--- src/rtl/ea_pkg.sv ---
package ea_pkg;
    typedef enum logic [1:0] {
        ST_IDLE    = 2'd0,
        ST_DISP_LO = 2'd1,
        ST_DISP_HI = 2'd2
    } ea_state_t;

    localparam logic [1:0] MODE_NODISP = 2'b00;
    localparam logic [1:0] MODE_DISP8  = 2'b01;
    localparam logic [1:0] MODE_DISP16 = 2'b10;
    localparam logic [1:0] MODE_REG    = 2'b11;
    localparam logic [2:0] RM_DIRECT   = 3'd6;

    localparam logic [1:0] SEG_ES = 2'd0;
    localparam logic [1:0] SEG_CS = 2'd1;
    localparam logic [1:0] SEG_SS = 2'd2;
    localparam logic [1:0] SEG_DS = 2'd3;
endpackage

--- src/rtl/ea_collect.sv ---
module ea_collect
    import ea_pkg::*;
#(
    parameter int BYTE_W = 8
) (
    input  logic                clk,
    input  logic                rst_n,
    input  logic                byte_valid,
    input  logic [BYTE_W-1:0]   byte_data,
    output logic                busy,
    output logic                fin,
    output logic [BYTE_W-1:0]   fin_modrm,
    output logic [2*BYTE_W-1:0] fin_disp
);
    ea_state_t         state_q, state_d;
    logic [BYTE_W-1:0] modrm_q;
    logic [BYTE_W-1:0] lo_q;
    logic [1:0]        in_mode;
    logic [2:0]        in_rm;

    assign in_mode = byte_data[7:6];
    assign in_rm   = byte_data[2:0];

    always_ff @(posedge clk) begin
        if (!rst_n) state_q <= ST_IDLE;
        else        state_q <= state_d;
    end

    always_ff @(posedge clk) begin
        if (!rst_n) begin
            modrm_q <= '0;
            lo_q    <= '0;
        end else if (byte_valid) begin
            if (state_q == ST_IDLE)    modrm_q <= byte_data;
            if (state_q == ST_DISP_LO) lo_q    <= byte_data;
        end
    end

    always_comb begin
        state_d   = state_q;
        fin       = 1'b0;
        fin_modrm = modrm_q;
        fin_disp  = '0;
        unique case (state_q)
            ST_IDLE: begin
                fin_modrm = byte_data;
                if (byte_valid) begin
                    if (in_mode == MODE_REG ||
                        (in_mode == MODE_NODISP && in_rm != RM_DIRECT))
                        fin = 1'b1;
                    else
                        state_d = ST_DISP_LO;
                end
            end
            ST_DISP_LO: begin
                fin_disp = {{BYTE_W{byte_data[BYTE_W-1]}}, byte_data};
                if (byte_valid) begin
                    if (modrm_q[7:6] == MODE_DISP8) begin
                        fin     = 1'b1;
                        state_d = ST_IDLE;
                    end else begin
                        state_d = ST_DISP_HI;
                    end
                end
            end
            ST_DISP_HI: begin
                fin_disp = {byte_data, lo_q};
                if (byte_valid) begin
                    fin     = 1'b1;
                    state_d = ST_IDLE;
                end
            end
            default: state_d = ST_IDLE;
        endcase
    end

    assign busy = (state_q != ST_IDLE);
endmodule

--- src/rtl/ea_offset.sv ---
module ea_offset
    import ea_pkg::*;
#(
    parameter int OFS_W = 16
) (
    input  logic [7:0]       modrm,
    input  logic [OFS_W-1:0] disp,
    input  logic [OFS_W-1:0] bx,
    input  logic [OFS_W-1:0] bp,
    input  logic [OFS_W-1:0] si,
    input  logic [OFS_W-1:0] di,
    output logic [OFS_W-1:0] ofs,
    output logic             bp_based
);
    logic [OFS_W-1:0] base_sum;
    logic [1:0]       mode;
    logic [2:0]       rm;

    assign mode = modrm[7:6];
    assign rm   = modrm[2:0];

    always_comb begin
        bp_based = 1'b0;
        unique case (rm)
            3'd0: base_sum = bx + si;
            3'd1: base_sum = bx + di;
            3'd2: begin base_sum = bp + si; bp_based = 1'b1; end
            3'd3: begin base_sum = bp + di; bp_based = 1'b1; end
            3'd4: base_sum = si;
            3'd5: base_sum = di;
            3'd6: begin
                if (mode == MODE_NODISP) begin
                    base_sum = '0;
                end else begin
                    base_sum = bp;
                    bp_based = 1'b1;
                end
            end
            default: base_sum = bx;
        endcase
        ofs = base_sum + disp;
    end
endmodule

--- src/rtl/ea_segsel.sv ---
module ea_segsel
    import ea_pkg::*;
#(
    parameter int OFS_W     = 16,
    parameter int SEG_SHIFT = 4,
    localparam int PHYS_W   = OFS_W + SEG_SHIFT
) (
    input  logic              bp_based,
    input  logic              ovr_pend,
    input  logic [1:0]        ovr_code,
    input  logic [OFS_W-1:0]  es,
    input  logic [OFS_W-1:0]  cs,
    input  logic [OFS_W-1:0]  ss,
    input  logic [OFS_W-1:0]  ds,
    input  logic [OFS_W-1:0]  ofs,
    output logic [1:0]        seg_code,
    output logic [PHYS_W-1:0] phys
);
    logic [OFS_W-1:0] seg_val;

    always_comb begin
        if (ovr_pend)      seg_code = ovr_code;
        else if (bp_based) seg_code = SEG_SS;
        else               seg_code = SEG_DS;
        unique case (seg_code)
            SEG_ES:  seg_val = es;
            SEG_CS:  seg_val = cs;
            SEG_SS:  seg_val = ss;
            default: seg_val = ds;
        endcase
        phys = {seg_val, {SEG_SHIFT{1'b0}}} + {{SEG_SHIFT{1'b0}}, ofs};
    end
endmodule

--- src/rtl/ea_decoder.sv ---
module ea_decoder
    import ea_pkg::*;
#(
    parameter int OFS_W     = 16,
    parameter int SEG_SHIFT = 4,
    localparam int PHYS_W   = OFS_W + SEG_SHIFT
) (
    input  logic              clk,
    input  logic              rst_n,
    input  logic              byte_valid,
    input  logic [7:0]        byte_data,
    input  logic              ovr_valid,
    input  logic [1:0]        ovr_seg,
    input  logic [OFS_W-1:0]  reg_bx,
    input  logic [OFS_W-1:0]  reg_bp,
    input  logic [OFS_W-1:0]  reg_si,
    input  logic [OFS_W-1:0]  reg_di,
    input  logic [OFS_W-1:0]  seg_es,
    input  logic [OFS_W-1:0]  seg_cs,
    input  logic [OFS_W-1:0]  seg_ss,
    input  logic [OFS_W-1:0]  seg_ds,
    output logic              busy,
    output logic              done,
    output logic              is_reg,
    output logic [2:0]        reg_num,
    output logic [2:0]        col_field,
    output logic [OFS_W-1:0]  offset,
    output logic [1:0]        seg_sel,
    output logic [PHYS_W-1:0] phys_addr
);
    logic              fin;
    logic [7:0]        fin_modrm;
    logic [OFS_W-1:0]  fin_disp;
    logic [OFS_W-1:0]  calc_ofs;
    logic              calc_bp;
    logic [1:0]        calc_seg;
    logic [PHYS_W-1:0] calc_phys;
    logic              ovr_pend_q;
    logic [1:0]        ovr_code_q;
    logic              fin_is_reg;

    ea_collect #(.BYTE_W(8)) u_collect (
        .clk        (clk),
        .rst_n      (rst_n),
        .byte_valid (byte_valid),
        .byte_data  (byte_data),
        .busy       (busy),
        .fin        (fin),
        .fin_modrm  (fin_modrm),
        .fin_disp   (fin_disp)
    );

    ea_offset #(.OFS_W(OFS_W)) u_offset (
        .modrm    (fin_modrm),
        .disp     (fin_disp),
        .bx       (reg_bx),
        .bp       (reg_bp),
        .si       (reg_si),
        .di       (reg_di),
        .ofs      (calc_ofs),
        .bp_based (calc_bp)
    );

    ea_segsel #(.OFS_W(OFS_W), .SEG_SHIFT(SEG_SHIFT)) u_segsel (
        .bp_based (calc_bp),
        .ovr_pend (ovr_pend_q),
        .ovr_code (ovr_code_q),
        .es       (seg_es),
        .cs       (seg_cs),
        .ss       (seg_ss),
        .ds       (seg_ds),
        .ofs      (calc_ofs),
        .seg_code (calc_seg),
        .phys     (calc_phys)
    );

    assign fin_is_reg = (fin_modrm[7:6] == MODE_REG);

    always_ff @(posedge clk) begin
        if (!rst_n) begin
            ovr_pend_q <= 1'b0;
            ovr_code_q <= SEG_ES;
        end else if (ovr_valid) begin
            ovr_pend_q <= 1'b1;
            ovr_code_q <= ovr_seg;
        end else if (fin) begin
            ovr_pend_q <= 1'b0;
        end
    end

    always_ff @(posedge clk) begin
        if (!rst_n) begin
            done      <= 1'b0;
            is_reg    <= 1'b0;
            reg_num   <= '0;
            col_field <= '0;
            offset    <= '0;
            seg_sel   <= '0;
            phys_addr <= '0;
        end else begin
            done <= fin;
            if (fin) begin
                is_reg    <= fin_is_reg;
                col_field <= fin_modrm[5:3];
                reg_num   <= fin_is_reg ? fin_modrm[2:0] : 3'd0;
                offset    <= fin_is_reg ? '0 : calc_ofs;
                seg_sel   <= fin_is_reg ? 2'd0 : calc_seg;
                phys_addr <= fin_is_reg ? '0 : calc_phys;
            end
        end
    end
endmodule

--- config.mk ---
export PLATFORM = sky130hd
export DESIGN_NAME = ea_decoder
export DESIGN_NICKNAME = d
export VERILOG_FILES = /design/src/rtl/ea_pkg.sv /design/src/rtl/ea_collect.sv /design/src/rtl/ea_offset.sv /design/src/rtl/ea_segsel.sv /design/src/rtl/ea_decoder.sv
export SDC_FILE = /design/constraint.sdc
export NUM_CORES = 1
export LEC_CHECK = 0
export BUFFER_PORTS_ARGS = -buffer_cell sky130_fd_sc_hd__buf_2
export CAP_MARGIN = 5
export CORE_ASPECT_RATIO = 0.8
export CORE_MARGIN = 2
export CORE_UTILIZATION = 55
export CTS_CLUSTER_DIAMETER = 150
export CTS_CLUSTER_SIZE = 30
export DETAILED_ROUTE_END_ITERATION = 16
export PLACE_DENSITY_LB_ADDON = 0.15
export SYNTH_ARGS = -nofsm -noshare
export SYNTH_HDL_FRONTEND = slang
export SYNTH_SLANG_ARGS = --single-unit
--- constraint.sdc ---
create_clock -name clk -period 22.5 [get_ports clk]
set_input_delay 4.5 -clock clk [delete_from_list [all_inputs] [get_ports clk]]
set_output_delay 4.5 -clock clk [all_outputs]
set_load 0.005 [all_outputs]
# ---- After elaboration in Yosys (flattened, before gate mapping)
# Cells that the tools add are included.
dict set report totals {
  word_cells 75
  ff_bits 67
}
dict set report op_classes {
  n_eq_ne 18
  muxes 27
  n_reduce_logical 12
  add_sub_neg 6
}
# op n
set ops {}
lappend ops {{case mux 16 bit (7 select lines)} 1}
lappend ops {{adder 16 bit} 5}
lappend ops {{case mux 16 bit (3 select lines)} 1}
lappend ops {{two-way mux 16 bit} 2}
lappend ops {{case mux 16 bit (2 select lines)} 1}
lappend ops {{adder 20 x 16 -> 20 bit} 1}
lappend ops {{two-way mux 20 bit} 1}
lappend ops {{two-way mux 2 bit} 7}
lappend ops {{== test 3 bit, second input constant} 3}
lappend ops {{two-way mux 1 bit} 9}
lappend ops {{== test 2 bit, second input constant} 4}
lappend ops {{zero test 2 bit} 4}
lappend ops {{two-way mux 8 bit} 1}
lappend ops {{inequality test 2 bit, second input constant} 4}
lappend ops {{== test 2 x 1 -> 1 bit, second input constant} 3}
lappend ops {{== test 3 x 2 -> 1 bit, second input constant} 2}
lappend ops {{case mux 2 bit (3 select lines)} 1}
lappend ops {{AND reduction 4 bit} 1}
lappend ops {{nonzero test 2 bit} 2}
lappend ops {{== test 3 x 1 -> 1 bit, second input constant} 1}
lappend ops {{zero test 3 bit} 1}
lappend ops {{two-way mux 3 bit} 1}
lappend ops {{inequality test 3 bit, second input constant} 1}
lappend ops {{case mux 1 bit (3 select lines)} 1}
lappend ops {{other kinds (5)} 5}

# ---- Longest topological paths before layout
# Gate-level depths: netlist of run 1.
dict set report depth {
  word_depth 11
  ltp_mapped 34
  depth_no_buf 33
}

# ---- By module
# Synthesis of run 1 repeated with hierarchy kept, for this count alone.
dict set report unflattened {
  cells_unflattened 992
  hier_area_um2 7905.1
}
# module seq_area_each_um2 instances area_each_um2 cells_each
set by_module_without_submodules {}
lappend by_module_without_submodules {ea_offset 0.0 1 3213.1 452}
lappend by_module_without_submodules {ea_decoder 980.9 1 2200.9 208}
lappend by_module_without_submodules {ea_segsel 0.0 1 1320.0 196}
lappend by_module_without_submodules {ea_collect 360.3 1 1171.1 136}

# ---- Least setup slack after synthesis of run 1
# OpenSTA, ideal clock, no wires.
dict set report synth_timing {
  path_type {input to register}
  startpoint {in byte_data[2]}
  endpoint {reg phys_addr[18]}
  cell_stages 30
  setup_time_ns 0.117
  arrival_time_ns 10.469
  setup_slack_ns 11.914
  path_cell_list {buf_4 > nand3b_2 > a21oi_2 > clkbuf_1 > mux2_2 > ha_1 > nor2b_1 > o21ai_0 > a21boi_0 > o21bai_1 > nand2_1 > a21oi_1 > xnor2_1 > a221oi_1 > a21oi_1 > ha_1 > or2_2 > o22ai_1 > a21oi_1 > a21oi_1 > xnor2_1 > ha_1 > or3_1 > o21ai_0 > a211oi_1 > nor4b_1 > o31ai_1 > a2111oi_2 > xor2_1 > a22o_1}
}
dict set report synth_between {
  elab_chain_cells 10
  word_cells_on_any_way 27
  cone_classes {add/sub (2); eq/ne (9); mux (11); reduce/logical (5)}
}
# element line_no
set synth_rtl {}
lappend synth_rtl {{start: declaration} ea_decoder.sv:11} ;# input logic [7:0] byte_data,
lappend synth_rtl {{branches (longest 10 deep; another with adder 20 x 16 -> 20 bit)} n/a}
lappend synth_rtl {{end signal: assignment} ea_decoder.sv:108} ;# phys_addr <= fin_is_reg ? '0 : calc_phys;
lappend synth_rtl {{end: declaration} ea_decoder.sv:29} ;# output logic [PHYS_W-1:0] phys_addr
# Several ways; the timed one is not identified.
# A chain may end at the register's enable or synchronous reset.

# ---- Worst setup path in the final report of run 1
# Same ends and word-level chain as after synthesis.

==> results of run 1 <==
[worst min-delay path by stage]
stage                     slack [ns]                   end  depth (start not counted)
after floorplan                 0.44  u_collect.modrm_q[3]                          2
after CTS                       0.47             offset[4]                          2
final                           0.47             offset[4]                          2
after detailed placement        0.46             offset[4]                          2
after global routing            0.49         phys_addr[17]                          1
after global placement          0.45         phys_addr[15]                          1
[per-layer routing]
layer	GRT usage (%)	wire, um	vias up
met5	0	0	-
met4	6.91	284	0
met3	4.17	1300	33
met2	47.6	9410	274
met1	44.9	9550	3376
li1	-	-	3507
[layout make-up]
class                      count  area (um2)
clock buffer                   9         225
inverter                      22        82.6
timing repair buffer         194         986
multi-input combinational    730        5360
tap                          171         214
fill                        1077        3970
clock inverter                 7         105
sequential                    63        1260
[power by group through the flow]
stage          Clock, W  Sequential (W)  Combinational [W]
3_3_place_gp          0        0.000130           0.000292
6_report       0.000155        0.000128           0.000303
3_5_place_dp          0        0.000130           0.000295
5_1_grt        0.000160        0.000129           0.000335
4_1_cts        0.000156        0.000128           0.000299
2_1_floorplan         0        0.000130           0.000222
[cells in the mapped netlist (12+ instances only)]
library cell / n / area share [%]
a22oi_1: 12 / 1.3
inv_1: 22 / 1.2
nand2_1: 100 / 5.4
nor3_1: 15 / 1.1
a21boi_0: 43 / 4.7
nor2_1: 59 / 3.2
dfxtp_1: 63 / 18
ha_1: 62 / 11
a21oi_1: 65 / 4.7
o21ai_0: 40 / 2.9
mux4_2: 13 / 4.2
mux2_2: 34 / 5.5
a21o_1: 17 / 1.8
xor2_1: 12 / 1.5
clkbuf_1: 34 / 1.8
mux2i_1: 16 / 2.3
xnor2_1: 33 / 4.2
nand3_1: 35 / 2.5
a221oi_1: 12 / 1.5
nor2b_1: 27 / 2.4
[worst register-to-register path: cells and delay by family (launching register included)]
| kind | cells | cell delay, ns |
|---|---|---|
| AOI/OAI and AO/OA | 15 | 3.57 |
| adders and majority gates | 5 | 1.53 |
| and+or+nand+nor | 6 | 1.45 |
| DFF | 1 | 0.38 |
| xor gates and xnor gates | 3 | 0.38 |
| muxes | 1 | 0.30 |
| buffers and inverters | 2 | 0.14 |
[kinds of logic (layout without fill, tap and decap cells)]
| family | Yosys count | count (layout) | share of synthesized area [%] |
|---|---|---|---|
| flip-flops | 63 | 63 | 18.3 |
| XOR/XNOR | 45 | 45 | 5.71 |
| multiplexers | 63 | 63 | 12.1 |
| buffers and inverters | 69 | 232 | 4.19 |
| AO/OA/AOI/OAI | 273 | 273 | 27.7 |
| adder cells (fa/ha/maj) | 66 | 66 | 12.4 |
| AND/OR/NAND/NOR | 283 | 283 | 19.6 |
[through the flow]
step | cells | total power [W] | worst slack [ns]
finish | 1196 | 0.000586 | 11.25
global placement | 1180 | 0.000422 | 11.15
detailed placement | 1180 | 0.000426 | 11.01
CTS | 1196 | 0.000582 | 11.32
floorplan | 862 | 0.000352 | 11.91
global route | 1196 | 0.000624 | 10.50
==> impl_metrics.json, run 1 <==
{
  "r2r-start": "u_collect.state_q[0]",
  "hold_class": "reg -> reg",
  "grt_max_degree": 57,
  "areaGrowthSynthToFinish_pct": 19.3,
  "crit_arrival_ns": 11.48,
  "reg_top3": "offset: 16 flops, phys_addr: 16 flops",
  "layout_commonest_cell": "buf_2",
  "start_util_pct": 56.6,
  "min-delay-start": "offset[4]",
  "cp-endpoint": "phys_addr[18]",
  "totalWireLength_um": 20500,
  "place_congestion": 0.936,
  "startpoint_type": "input port",
  "hold_viol": 0,
  "dpl.hpwl_um": 16200,
  "die_x_um": 129,
  "slew_headroom_pct": 36.6,
  "outcome": "finished clean",
  "netlist_area_um2": 6900,
  "powerDensity_nw_per_um2": 71.1,
  "grt-ovfl-total": 0,
  "synth.net_count": 1070,
  "cts_setup_buffers": 0,
  "rr_worst_depth": 32,
  "ys_ff_latch": 63,
  "dieHeight_um": 104,
  "grt_pass1_vias": 6788,
  "cpPeakStageDelay_ns": 0.78,
  "routedWlPerCell_um": 17.2,
  "crit_slowest_cell": "a21oi_2",
  "numPortBuffers": 188,
  "critical_path.top_delay_family": "compound AO/OA/AOI/OAI gates",
  "vias": 7190,
  "vdd_drop_max_mv": 0.0416,
  "cts-htree-levels": 3,
  "yosys_warnings": 0,
  "p_switching_w": 0.000232,
  "synth_top_flop_cell": "dfxtp_1",
  "clkPwrFrac_pct": 26.4,
  "drv_cap": 0,
  "antenna_found_initial": 0,
  "rows": 36,
  "drive_gt1_share_pct": 26.9,
  "avgSynthCellArea_um2": 8.01,
  "fin_crit_ns": 11.25,
  "ctsResizeCount": 0,
  "async_flop_share_pct": 0,
  "crit_cells": 31,
  "seq_area_frac_synth_pct": 18.3,
  "path_class": "in -> reg",
  "syn_inst": 862,
  "max_clock_freq_mhz": 88.9,
  "crit_fanout": 16,
  "final_cell_mix": "188 x buf_2, 100 x nand2_1, 65 x a21oi_1",
  "crit_required_ns": 22.73,
  "rsz0062_at_grt": "false",
  "p_leak_nw": 3.70,
  "hold_slack_ns": 0.465,
  "crit_path_end_kind": "register",
  "cts_sinks": 63,
  "tightest_slew_ns": 0.952,
  "track_usage_pct": 30.6,
  "cts_tree": "done",
  "drc": 0,
  "synth-edff-count": 0,
  "drt-initial-drc-count": 614,
  "r2r_setup_slack_ns": 14.62,
  "die_area_um2": 13500,
  "p_sw_share_pct": 39.6,
  "ctsHoldBuffers": 0,
  "grt_pass1_wl_um": 33500,
  "startpoint": "byte_data[2]",
  "skew_ns": 0.00706,
  "finalSetupTns_ns": 0,
  "final_nets": 1228,
  "num_io_pins": 189,
  "worst_r2r_endpoint": "phys_addr[18]",
  "setup_violations": 0,
  "synth_cell_types": 72,
  "ant_nets": 0,
  "diodes": 0,
  "clock_path_buffers": 2,
  "clock_latency_ns": 0.34,
  "cp.buffers_inverters": 2,
  "p_comb_share_pct": 51.7,
  "cts.clk_slew.worst_paths_ns": 0.06,
  "root_buffer": "clkbuf_16",
  "design_area_um2": 8240,
  "intPower_w": 0.000354,
  "pwr-share-seq_pct": 21.8,
  "final_core_util_pct": 67.5,
  "maxSlewViolCount": 0,
  "core_area_um2": 12200,
  "via_per_inst": 6.01,
  "crit_top_cell": "a21oi_1",
  "cts_made_buffers": 9,
  "dr.pass1.iters": 5,
  "dpl_cell_area_um2": 7910,
  "period_share_pct": 50.0
}
(Power assumes the default switching activity.)
==> run 2: changes to the inputs <==
--- a/config.mk
+++ b/config.mk
@@ -5,11 +5,12 @@
 export SDC_FILE = /design/constraint.sdc
 export NUM_CORES = 1
 export LEC_CHECK = 0
+export ABC_AREA = 1
 export BUFFER_PORTS_ARGS = -buffer_cell sky130_fd_sc_hd__buf_2
 export CAP_MARGIN = 5
 export CORE_ASPECT_RATIO = 0.8
 export CORE_MARGIN = 2
-export CORE_UTILIZATION = 55
+export CORE_UTILIZATION = 49
 export CTS_CLUSTER_DIAMETER = 150
 export CTS_CLUSTER_SIZE = 30
 export DETAILED_ROUTE_END_ITERATION = 16
==> constraint.sdc (replaced) <==
create_clock -name clk -period 10.1 [get_ports clk]
set_input_delay 2.02 -clock clk [delete_from_list [all_inputs] [get_ports clk]]
set_output_delay 2.02 -clock clk [all_outputs]
set_load 0.005 [all_outputs]
==> run 2 against run 1 <==
Worst setup slack lost 8.8 ns. Hold slack lost 0.00053 ns. Sequential power grew to 2.9 times the previous value. Core utilization shrank 6.7 points. Clock power grew 120%. Sequential cell count is the same. Global-route usage shrank 1.0 points. Largest power group unchanged.
==> impl_metrics.json, run 2 <==
{
  "ys_ff_latch": 63,
  "numPortBuffers": 188,
  "cts_setup_buffers": 0,
  "finalSetupTns_ns": 0,
  "path_class": "in -> reg",
  "rows": 38,
  "yosys_warnings": 0,
  "antenna_found_initial": 0,
  "drive_gt1_share_pct": 18.7,
  "root_buffer": "clkbuf_16",
  "grt_pass1_vias": 7494,
  "synth_area_leaders": "dfxtp_1 18%, nand2_1 16%, ha_1 11%, a21oi_1 9.9%, inv_1 7.7%",
  "maxSlewViolCount": 0,
  "start_util_pct": 50.8,
  "rr_worst_depth": 34,
  "synth_top_area_share_pct": 18.1,
  "grt-ovfl-total": 0,
  "ctsHoldBuffers": 0,
  "die_x_um": 137,
  "crit_fanout": 17,
  "drc": 0,
  "cp.buffers_inverters": 2,
  "final_cell_mix": "303 x nand2_1, 188 x buf_2, 144 x inv_1",
  "synth.most_common_cell": "nand2_1",
  "crit_path_end_kind": "register",
  "vias": 8303,
  "clock_path_buffers": 2,
  "cts-htree-levels": 3,
  "async_flop_share_pct": 0,
  "avgSynthCellArea_um2": 6.02,
  "design_area_um2": 8350,
  "critical_path.top_delay_family": "simple AND/OR/NAND/NOR gates",
  "ant_nets": 0,
  "dpl_cell_area_um2": 8020,
  "cpPeakStageDelay_ns": 0.46,
  "cts_sinks": 63,
  "syn_inst": 1161,
  "hold_viol": 0,
  "startpoint_type": "input port",
  "cts_tree": "done",
  "synth.net_count": 1369,
  "routedWlPerCell_um": 14.9,
  "p_leak_nw": 4.38,
  "max_clock_freq_mhz": 131,
  "worst_r2r_endpoint": "phys_addr[14]",
  "rsz0062_at_grt": "false",
  "crit_required_ns": 10.30,
  "via_per_inst": 5.49,
  "synth_top_cell_by_area": "dfxtp_1",
  "core_area_um2": 13700,
  "r2r-start": "u_collect.state_q[1]",
  "powerDensity_nw_per_um2": 389,
  "drv_cap": 0,
  "crit_slowest_cell": "ha_1",
  "netlist_area_um2": 6980,
  "track_usage_pct": 29.6,
  "areaGrowthSynthToFinish_pct": 19.6,
  "dr.pass1.iters": 6,
  "dpl.hpwl_um": 17900,
  "fin_crit_ns": 7.61,
  "cts.clk_slew.worst_paths_ns": 0.06,
  "grt_pass1_wl_um": 36700,
  "cp-endpoint": "phys_addr[14]",
  "seq_area_frac_synth_pct": 18.1,
  "period_share_pct": 75.3,
  "slew_headroom_pct": 44.7,
  "tightest_slew_ns": 0.829,
  "drt-initial-drc-count": 696,
  "cts_made_buffers": 9,
  "final_nets": 1536,
  "r2r_setup_slack_ns": 3.09,
  "synth_cell_types": 49,
  "clock_latency_ns": 0.35,
  "startpoint": "byte_data[1]",
  "layout_commonest_cell": "nand2_1",
  "grt_max_degree": 45,
  "hold_class": "reg -> reg",
  "synth-edff-count": 0,
  "num_io_pins": 189,
  "crit_cells": 34,
  "setup_violations": 0,
  "crit_top_cell": "nand2_1",
  "reg_top3": "offset: 16 flops, phys_addr: 16 flops",
  "ctsResizeCount": 0,
  "dieHeight_um": 111,
  "totalWireLength_um": 22500,
  "skew_ns": 0.0138,
  "synthTopCellsByCount": "303 x nand2_1, 144 x inv_1, 138 x a21oi_1",
  "synth_top_flop_cell": "dfxtp_1",
  "die_area_um2": 15200,
  "place_congestion": 0.980,
  "crit_arrival_ns": 7.81,
  "vdd_drop_max_mv": 0.293,
  "diodes": 0,
  "outcome": "finished clean"
}
run 2: cell types whose count changed after synthesis, moves of 13 or more:
| cell | change |
|---|---|
| a21boi_0 | -43 |
| a21o_1 | -13 |
| a21oi_1 | +73 |
| inv_1 | +122 |
| mux2_2 | -34 |
| mux2i_1 | -16 |
| mux4_2 | -13 |
| nand2_1 | +203 |
| nand3_1 | +28 |
| nor2_1 | +31 |
| nor2b_1 | -27 |
| o21ai_0 | +63 |
| xnor2_1 | -26 |
run 2: power by group:
group	total [W]	internal (W)	switching, W	leakage (nW)
clock network	0.000347	0.000219	0.000128	0.157
logic	0.00253	0.000905	0.00163	3.71
registers	0.000371	0.000327	0.0000436	0.516
total	0.00325	0.00145	0.00180	4.38
run 2: logic make-up after synthesis:
kind of cell    Yosys count  share of synthesized area, %
compound gates          311                          25.1
buf+inv                 188                          10.8
flops                    63                          18.1
simple gates            515                          31.6
fa+ha+maj                66                          12.3
xor+xnor                 18                          2.26
run 2: how the worst min path moves through the flow:
| stage | from | endpoint | depth (start not counted) |
|---|---|---|---|
| floorplan | u_collect.lo_q[1] | u_collect.lo_q[1] | 2 |
| global placement | reg_num[0] | reg_num[0] | 2 |
| detailed placement | phys_addr[15] | phys_addr[15] | 2 |
| CTS | phys_addr[15] | phys_addr[15] | 2 |
| global route | phys_addr[13] | phys_addr[13] | 2 |
| finish | reg_num[2] | reg_num[2] | 2 |
run 2: final cells by class:
class                           count  area, um2
Multi-Input combinational cell    910       4970
Tap cell                          180        225
Clock buffer                        9        225
Timing Repair Buffer              196       1000
Inverter                          148        563
Fill cell                        1357       5390
Clock inverter                      7        103
Sequential cell                    63       1260
run 2: worst min-delay path: stages, from the launching register on:
cell and delay [ns]:
dfxtp_1 0.30, nand2_1 0.06, a21oi_1 0.06
run 2: layer usage:
| layer | part of all wire (%) | track usage, % |
|---|---|---|
| met2 | 41 | 43.4 |
| met4 | 1.9 | 7.70 |
| met3 | 8.4 | 5.85 |
| met5 | 0 | 0 |
| met1 | 49 | 43.7 |
run 2: metrics by stage:
| stage | hold WS [ns] | util (%) | total power [W] | std cells | setup WS, ns |
|---|---|---|---|---|---|
| 2_1_floorplan | 0.429 | - | 0.00226 | 1161 | 3.33 |
| 3_3_place_gp | 0.451 | 58.4 | 0.00284 | 1497 | 2.28 |
| 3_5_place_dp | 0.454 | 58.4 | 0.00285 | 1497 | 2.25 |
| 4_1_cts | 0.462 | 60.8 | 0.00321 | 1513 | 2.57 |
| 5_1_grt | 0.488 | 60.8 | 0.00361 | 1513 | 1.90 |
| 6_report | 0.465 | 60.8 | 0.00325 | 1513 | 2.49 |
